## src/rtl/incl_coh_pkg.sv

```systemverilog
package incl_coh_pkg;
  typedef enum logic [1:0] {
    LS_INVALID = 2'd0,
    LS_SHARED  = 2'd1,
    LS_EXCL    = 2'd2,
    LS_DIRTY   = 2'd3
  } line_st_t;

  typedef enum logic [1:0] {
    PH_IDLE  = 2'd0,
    PH_SWEEP = 2'd1,
    PH_RESP  = 2'd2
  } phase_t;
endpackage

```

## src/rtl/incl_sweep_ctr.sv

```systemverilog
module incl_sweep_ctr #(
  parameter int ADDR_W = 32,
  parameter int L1_OFF = 5,
  parameter int L2_OFF = 7
) (
  input  logic              clk,
  input  logic              rst_n,
  input  logic              start,
  input  logic [ADDR_W-1:0] start_addr,
  input  logic              step,
  output logic [ADDR_W-1:0] cur_addr,
  output logic              last
);
  localparam int IDX_W = L2_OFF - L1_OFF;
  localparam int HI_W  = ADDR_W - L2_OFF;
  localparam logic [IDX_W-1:0] IDX_MAX = {IDX_W{1'b1}};

  logic [HI_W-1:0]  base_q;
  logic [IDX_W-1:0] idx_q;

  always_ff @(posedge clk or negedge rst_n) begin
    if (!rst_n) begin
      base_q <= '0;
      idx_q  <= '0;
    end else if (start) begin
      base_q <= start_addr[ADDR_W-1:L2_OFF];
      idx_q  <= '0;
    end else if (step) begin
      idx_q <= idx_q + 1'b1;
    end
  end

  assign cur_addr = {base_q, idx_q, {L1_OFF{1'b0}}};
  assign last     = (idx_q == IDX_MAX);

  AST_ADDR_STEP: assert property (@(posedge clk) disable iff (!rst_n)
    (step && $past(step) && !$past(start) && idx_q != '0) |->
      cur_addr == $past(cur_addr) + (ADDR_W'(1) << L1_OFF));
endmodule

```

## src/rtl/incl_line_action.sv

```systemverilog
module incl_line_action
  import incl_coh_pkg::*;
(
  input  logic       active,
  input  logic       hit,
  input  logic [1:0] cur_state,
  input  logic       inval,
  input  logic       own_src,
  output logic       upd_valid,
  output logic [1:0] upd_state,
  output logic       clear_tag,
  output logic       notify,
  output logic       dirty_inc
);
  logic act_hit;

  always_comb begin
    act_hit   = active && hit;
    upd_valid = act_hit;
    upd_state = inval ? LS_INVALID : LS_SHARED;
    clear_tag = act_hit && inval && own_src;
    notify    = act_hit && inval;
    dirty_inc = act_hit && inval && (cur_state == LS_DIRTY);
  end
endmodule

```

## src/rtl/incl_wb_acc.sv

```systemverilog
module incl_wb_acc #(
  parameter int MAX_CNT = 4,
  parameter int CNT_W   = $clog2(MAX_CNT + 1)
) (
  input  logic             clk,
  input  logic             rst_n,
  input  logic             clr,
  input  logic             inc,
  output logic [CNT_W-1:0] count
);
  always_ff @(posedge clk or negedge rst_n) begin
    if (!rst_n)   count <= '0;
    else if (clr) count <= '0;
    else if (inc) count <= count + 1'b1;
  end

  AST_CNT_BOUND: assert property (@(posedge clk) disable iff (!rst_n)
    count <= CNT_W'(MAX_CNT));
endmodule

```

## src/rtl/incl_coh_sweeper.sv

```systemverilog
module incl_coh_sweeper
  import incl_coh_pkg::*;
#(
  parameter int ADDR_W   = 32,
  parameter int ID_W     = 4,
  parameter int L1_BYTES = 32,
  parameter int L2_BYTES = 128,
  parameter int CNT_W    = $clog2(L2_BYTES / L1_BYTES + 1)
) (
  input  logic              clk,
  input  logic              rst_n,
  input  logic [ID_W-1:0]   self_id,
  input  logic              msg_valid,
  output logic              msg_ready,
  input  logic [ADDR_W-1:0] msg_addr,
  input  logic              msg_inval,
  input  logic [ID_W-1:0]   msg_src,
  output logic              lk_valid,
  output logic [ADDR_W-1:0] lk_addr,
  input  logic              lk_hit,
  input  logic [1:0]        lk_state,
  output logic              upd_valid,
  output logic [1:0]        upd_state,
  output logic              upd_clear_tag,
  output logic              spec_valid,
  output logic [ADDR_W-1:0] spec_addr,
  output logic              rsp_valid,
  input  logic              rsp_ready,
  output logic [CNT_W-1:0]  rsp_wb_count
);
  localparam int L1_OFF  = $clog2(L1_BYTES);
  localparam int L2_OFF  = $clog2(L2_BYTES);
  localparam int N_SUB   = L2_BYTES / L1_BYTES;

  phase_t phase_q;
  logic   inval_q, own_q;
  logic   accept, sweeping, last_sub, dirty_inc;

  assign accept   = msg_valid && (phase_q == PH_IDLE);
  assign sweeping = (phase_q == PH_SWEEP);

  always_ff @(posedge clk or negedge rst_n) begin
    if (!rst_n) begin
      phase_q <= PH_IDLE;
      inval_q <= 1'b0;
      own_q   <= 1'b0;
    end else begin
      case (phase_q)
        PH_IDLE: if (msg_valid) begin
          phase_q <= PH_SWEEP;
          inval_q <= msg_inval;
          own_q   <= (msg_src == self_id);
        end
        PH_SWEEP: if (last_sub) phase_q <= PH_RESP;
        PH_RESP:  if (rsp_ready) phase_q <= PH_IDLE;
        default:  phase_q <= PH_IDLE;
      endcase
    end
  end

  incl_sweep_ctr #(.ADDR_W(ADDR_W), .L1_OFF(L1_OFF), .L2_OFF(L2_OFF)) u_ctr (
    .clk(clk), .rst_n(rst_n), .start(accept), .start_addr(msg_addr),
    .step(sweeping), .cur_addr(lk_addr), .last(last_sub)
  );

  incl_line_action u_act (
    .active(sweeping), .hit(lk_hit), .cur_state(lk_state),
    .inval(inval_q), .own_src(own_q),
    .upd_valid(upd_valid), .upd_state(upd_state), .clear_tag(upd_clear_tag),
    .notify(spec_valid), .dirty_inc(dirty_inc)
  );

  incl_wb_acc #(.MAX_CNT(N_SUB), .CNT_W(CNT_W)) u_acc (
    .clk(clk), .rst_n(rst_n), .clr(accept), .inc(dirty_inc), .count(rsp_wb_count)
  );

  assign msg_ready = (phase_q == PH_IDLE);
  assign lk_valid  = sweeping;
  assign spec_addr = lk_addr;
  assign rsp_valid = (phase_q == PH_RESP);

  AST_RSP_HOLD: assert property (@(posedge clk) disable iff (!rst_n)
    (rsp_valid && !rsp_ready) |=> (rsp_valid && $stable(rsp_wb_count)));
  AST_IDLE_AFTER_RSP: assert property (@(posedge clk) disable iff (!rst_n)
    (rsp_valid && rsp_ready) |=> (msg_ready && !lk_valid));
  AST_SPEC_ONLY_INVAL: assert property (@(posedge clk) disable iff (!rst_n)
    spec_valid |-> (lk_hit && upd_state == LS_INVALID));
  AST_MISS_UNTOUCHED: assert property (@(posedge clk) disable iff (!rst_n)
    !lk_hit |-> (!upd_valid && !spec_valid && !upd_clear_tag));
  AST_CLEAR_ON_INVAL: assert property (@(posedge clk) disable iff (!rst_n)
    upd_clear_tag |-> (upd_valid && upd_state == LS_INVALID));
endmodule

```

## config.mk

```make
export PLATFORM = sky130hd
export DESIGN_NAME = incl_coh_sweeper
export DESIGN_NICKNAME = d
export VERILOG_FILES = /design/src/rtl/incl_coh_pkg.sv /design/src/rtl/incl_sweep_ctr.sv /design/src/rtl/incl_line_action.sv /design/src/rtl/incl_wb_acc.sv /design/src/rtl/incl_coh_sweeper.sv
export SDC_FILE = /design/constraint.sdc
export NUM_CORES = 1
export LEC_CHECK = 0
export ABC_AREA = 1
export BUFFER_PORTS_ARGS = -buffer_cell sky130_fd_sc_hd__buf_2
export CAP_MARGIN = 20
export CORE_AREA = 2 2 73 75
export DETAILED_ROUTE_END_ITERATION = 10
export DIE_AREA = 0 0 75 77
export HOLD_SLACK_MARGIN = 0.06
export PLACE_DENSITY = 0.75
export SETUP_SLACK_MARGIN = 0.3
export SYNTH_ARGS = -nofsm -noshare
export SYNTH_HDL_FRONTEND = slang
export SYNTH_SLANG_ARGS = --single-unit
```

## constraint.sdc

```tcl
create_clock -name clk -period 1.15 [get_ports clk]
set_clock_uncertainty 0.15 [all_clocks]
set_input_delay 0.23 -clock clk [delete_from_list [all_inputs] [get_ports clk]]
set_output_delay 0.23 -clock clk [all_outputs]
set_load 0.02 [all_outputs]
```

Word-level counts from Yosys, hierarchy flattened
Index checks and enable logic that the tools add are counted.

Bits of input ports: 48. Bits in registers: 34.

Reduce and logical (&&, ||, !) cells: 10. Add/sub/neg operators: 2. Equal/unequal tests: 8. Mux-type cells: 9.

Operators by type and width (count): 2-to-1 mux 2 bit (5); == test 2 bit (second input constant) (3); 2-to-1 mux 3 bit (2); case mux 2 bit (3 select lines) (1); logical AND 1 bit (5); == test 4 bit (1); inequality test 2 bit (second input constant) (2); nonzero test 2 bit (2); adder 3 x 1 -> 3 bit (second input constant) (1); AND reduction 3 bit (1); adder 2 x 1 -> 2 bit (second input constant) (1); == test 2 x 1 -> 1 bit (second input constant) (1); logical NOT 2 bit (1); inequality test 2 x 1 -> 1 bit (second input constant) (1); AND reduction 2 bit (1); 2-to-1 mux 1 bit (1).

Longest topological paths before layout
Word-level depth: 6. Gate-level depth with buffers: 6. Gate-level depth less buffers: 6.

Hierarchy
From an unflattened synthesis, not the netlist that was laid out.

Cells, all modules: 225. Area, all modules: 1814.2 um^2.

Modules (own cells, without submodules): incl_sweep_ctr (instances 1, seq. area each 675.6 um^2, cells an instance 123, area each 1099.8 um^2); incl_coh_sweeper (instances 1, seq. area each 100.1 um^2, cells an instance 74, area each 520.5 um^2); incl_wb_acc (instances 1, seq. area each 75.1 um^2, cells an instance 17, area each 142.6 um^2); incl_line_action (instances 1, seq. area each 0.0 um^2, cells an instance 11, area each 51.3 um^2).

Worst setup path before layout
Ideal clock, no wire load.

Kind: register to output. Start point: reg phase_q[1]. End point: out upd_clear_tag. Path buffers: 0. Arrival: 1.153 ns. Cell stages (with the launch flop): 4. Path slack: -0.383 ns. Required time: 0.770 ns. Cell sequence: dfrtp_1 > inv_1 > nand3_2 > nor3b_1.

Word-level cells in the longest chain between the ends: 4.

RTL lines: start: declaration (line incl_coh_sweeper.sv:35) `phase_t phase_q;`; start signal: assignment (line incl_coh_sweeper.sv:44) `phase_q <= PH_IDLE;`; start signal: assignment (line incl_coh_sweeper.sv:50) `phase_q <= PH_SWEEP;`; start signal: assignment (line incl_coh_sweeper.sv:54) `PH_SWEEP: if (last_sub) phase_q <= PH_RESP;`; == test 2 x 1 -> 1 bit (line incl_coh_sweeper.sv:40) `assign sweeping = (phase_q == PH_SWEEP);`; logical AND 1 bit (line incl_line_action.sv:18) `act_hit = active && hit;`; logical AND 1 bit (2 in a row) (line incl_line_action.sv:21) `clear_tag = act_hit && inval && own_src;`; end: declaration (line incl_coh_sweeper.sv:24) `output logic upd_clear_tag,`.

Every way passes these cells.

Worst setup path in the final report
Ends and elaborated chain as after synthesis.

==> metrics <==
result of the run finished with violations; violated checks negative setup slack; wire length of the first global-routing pass 7700 um; worst path setup slack after routing -450 ps; total clock buffers created by CTS 5; final count of hold timing violations 0; endpoint class of the critical path output pin; starting density of the core 35.7%; floorplan die height between 70 and 80 um; Total GRT Usage between 15 and 20%; Leak approximately 1.8 nW; Peak VDD IR 0.00181 V; overall routed net length roughly 5400 um; post-layout min period 1600 ps; Vias 1749; post-layout net count approximately 390; layout-stage area growth over the synthesis result 87.8%; buffer depth of the longest clock path 2; max-capacitance violation count 0; net switching power figure just over 4 mW; clock network fraction of design power under 10%; EDFF count, synth 0; number of remaining DRC errors 0; number of filler instances in the final layout between 300 and 400; total number of H-tree levels 2; maximum number of pins on one net before global-route repair 35; sequential cell area in the final layout between 800 and 900 um^2; number of antenna violations at the first check in global routing 0; endpoint of the lowest-slack register-to-register path u_ctr.base_q[12]; most frequent cells after synthesis nand2_1 (95), buf_4 (39), dfrtp_1 (34); number of inserted diodes 0; Primary FF master, synth dfrtp_1; portion of total power attributed to combinational logic 66.8%; I/O Pins approximately 120; sequential share of power approximately a quarter; area of all placed cells without fillers approximately 0.0033 mm^2; netlist area before placement between 0.0015 and 0.002 mm^2; vias in the first global route 1672; Clk Tree Root Cell clkbuf_8; count of different cell masters after synthesis 20; r2r startpoint phase_q[0]; most frequent cell after synthesis nand2_1; synthesized area divided by synthesized cell count between 8 and 9 um^2; count of standard-cell rows 26; core box area between 0.004 and 0.005 mm^2; leftover overflow at the end of global routing 0; Syn Inst Count ~220; violation count after the first detailed-routing iteration 44; required time worst endpoint about 770 ps; overall die width roughly 75 um; number of input and output port buffers inserted between 100 and 150; clock insertion delay at the later pin of the skew report ~280 ps; post-synth top area share between 40 and 50%; category of the most critical setup path reg2out; number of cells on the worst hold path 3; Worst Path Arrival between 1000 and 1500 ps; number of buffers inserted by hold repair at cts 1; Hold Startpoint msg_addr[23]; total power after layout 9.72 mW; number of setup violations in the final report 98; Reg2Reg Setup Slack -430 ps; routed length per instance around 13 um; number of sinks handled by clock tree synthesis 34; areal power density over the cells approximately 2900 mW/mm^2; share of async-settable or async-resettable flops after synthesis 100%; startpoint type of the worst setup path register; detailed-routing iteration count for the pre-antenna-repair pass 4; detailed-route vias per instance between 4 and 5; cell taking the most area after synthesis dfrtp_1; share of layout cells above drive strength 1 between 60% and 70%; internal power summed over all cells 5.57 mW; type of the most critical hold path in2reg; CTS tree done; synth top area cells dfrtp_1 (48%), nand2_1 (20%), buf_4 (16%); switch share between 40% and 50%; share of the yosys chip area belonging to registers a little under half; destination of the worst hold path u_ctr.base_q[16]; Hold Worst Slack approximately 2.3 ps; final setup TNS -18060 ps; area taken by multi-input logic gates a little over 800 um^2; clock-pin slew on the worst setup and hold paths approximately 70 ps; cell count after placement 370; Placer Congestion ~0.72; Max Transition Viols Final 0; synthesized flop and latch total 34; final cell count without fillers approximately 400; portion of the clock cycle consumed by the worst path in the final layout 139%; setup repair after global routing missed its margin true; number of synthesis warnings 0; post-route antenna net violation count 0; length in cells of the worst reg-to-reg path 8; DPL Wire Length between 2000 and 3000 um; area of the die 0.00578 mm^2; fmax about 630 MHz; maximum fanout encountered on the critical timing path 3; area post-placement about 0.0023 mm^2
## metal layers
| layer | vias up | track usage, % | wire length (um) |
|---|---|---|---|
| met2 | 91 | 31.5 | 2940 |
| met5 | - | 0 | 0 |
| met1 | 809 | 19.3 | 1960 |
| li1 | 845 | - | - |
| met4 | 0 | 5.36 | 53 |
| met3 | 4 | 5.52 | 459 |
## timing repair
action | 4_1_cts | 5_1_grt
setup buffers | 16 | 7
cloned | 3 | 1
pin swaps | 2 | 28
setup endpoints to repair | 98 | 98
hold endpoints to repair | 60 | 26
resized for setup | 150 | 59
## power groups by stage
| stage | logic (mW) | clock network, mW | registers, mW |
|---|---|---|---|
| after floorplan | 2.56 | 0 | 2.76 |
| after global placement | 3.95 | 0 | 2.12 |
| after detailed placement | 3.99 | 0 | 2.14 |
| after CTS | 5.86 | 0.906 | 2.32 |
| after global routing | 6.89 | 0.961 | 2.41 |
| final | 6.49 | 0.870 | 2.35 |
## worst max-delay path, cell delays in order (launching register included)
cell and delay, ps:
dfrtp_1 390, inv_2 100, nand3_4 100, nor3b_4 210, buf_6 140
## registers in the layout, summed over array words and instances, names as in the netlist
name and flops:
u_acc.count 3, u_ctr.idx_q 2, u_ctr.base_q 25, phase_q 2, own_q 1, inval_q 1
## kinds of logic after synthesis
kind of cell    after synthesis  synth area share, %
compound gates                4                 1.34
xor+xnor                      1                0.493
fa+ha+maj                     2                 1.41
buf+inv                      56                 21.2
flops                        34                 47.9
other cells                   1                0.211
simple gates                118                 27.5
## worst max-delay path by stage
stage,slack (ps),start,depth (start not counted),end
2_1_floorplan,-150,phase_q[0],5,u_acc.count[0]
3_3_place_gp,-170,phase_q[1],4,upd_clear_tag
3_5_place_dp,-190,phase_q[1],4,upd_clear_tag
4_1_cts,-440,phase_q[1],4,upd_clear_tag
5_1_grt,-500,phase_q[1],4,upd_clear_tag
6_report,-450,phase_q[1],4,upd_clear_tag
## cell usage in the layout (no fill, tap or decap), types with 2 or more instances in the layout
cell,n
buf_6,72
nand2_1,49
buf_2,40
nand2_2,33
dfrtp_1,26
buf_4,22
nand2_4,13
conb_1,11
inv_1,8
dfrtp_2,8
nor2_1,7
clkbuf_8,6
buf_12,5
inv_2,3
nor2_4,3
nand3_2,3
buf_16,3
o21ai_2,2
nor2_2,2
nand3_1,2
nand4_1,2
ha_1,2
## area by class of cell
class	instances	share of cell area, %
Sequential cell	34	25.8
Inverter	13	1.91
Clock buffer	7	2.59
Multi-Input combinational cell	136	24.9
Tap cell	70	2.62
Timing Repair Buffer	145	42.2
## through the flow
stage               setup slack [ps]  utilization, %
floorplan                       -153               -
global placement                -167            46.4
detailed placement              -188            46.4
CTS                             -439            61.7
global route                    -499            67.0
finish                          -450            67.0
Power figures use the tool's default switching activity.
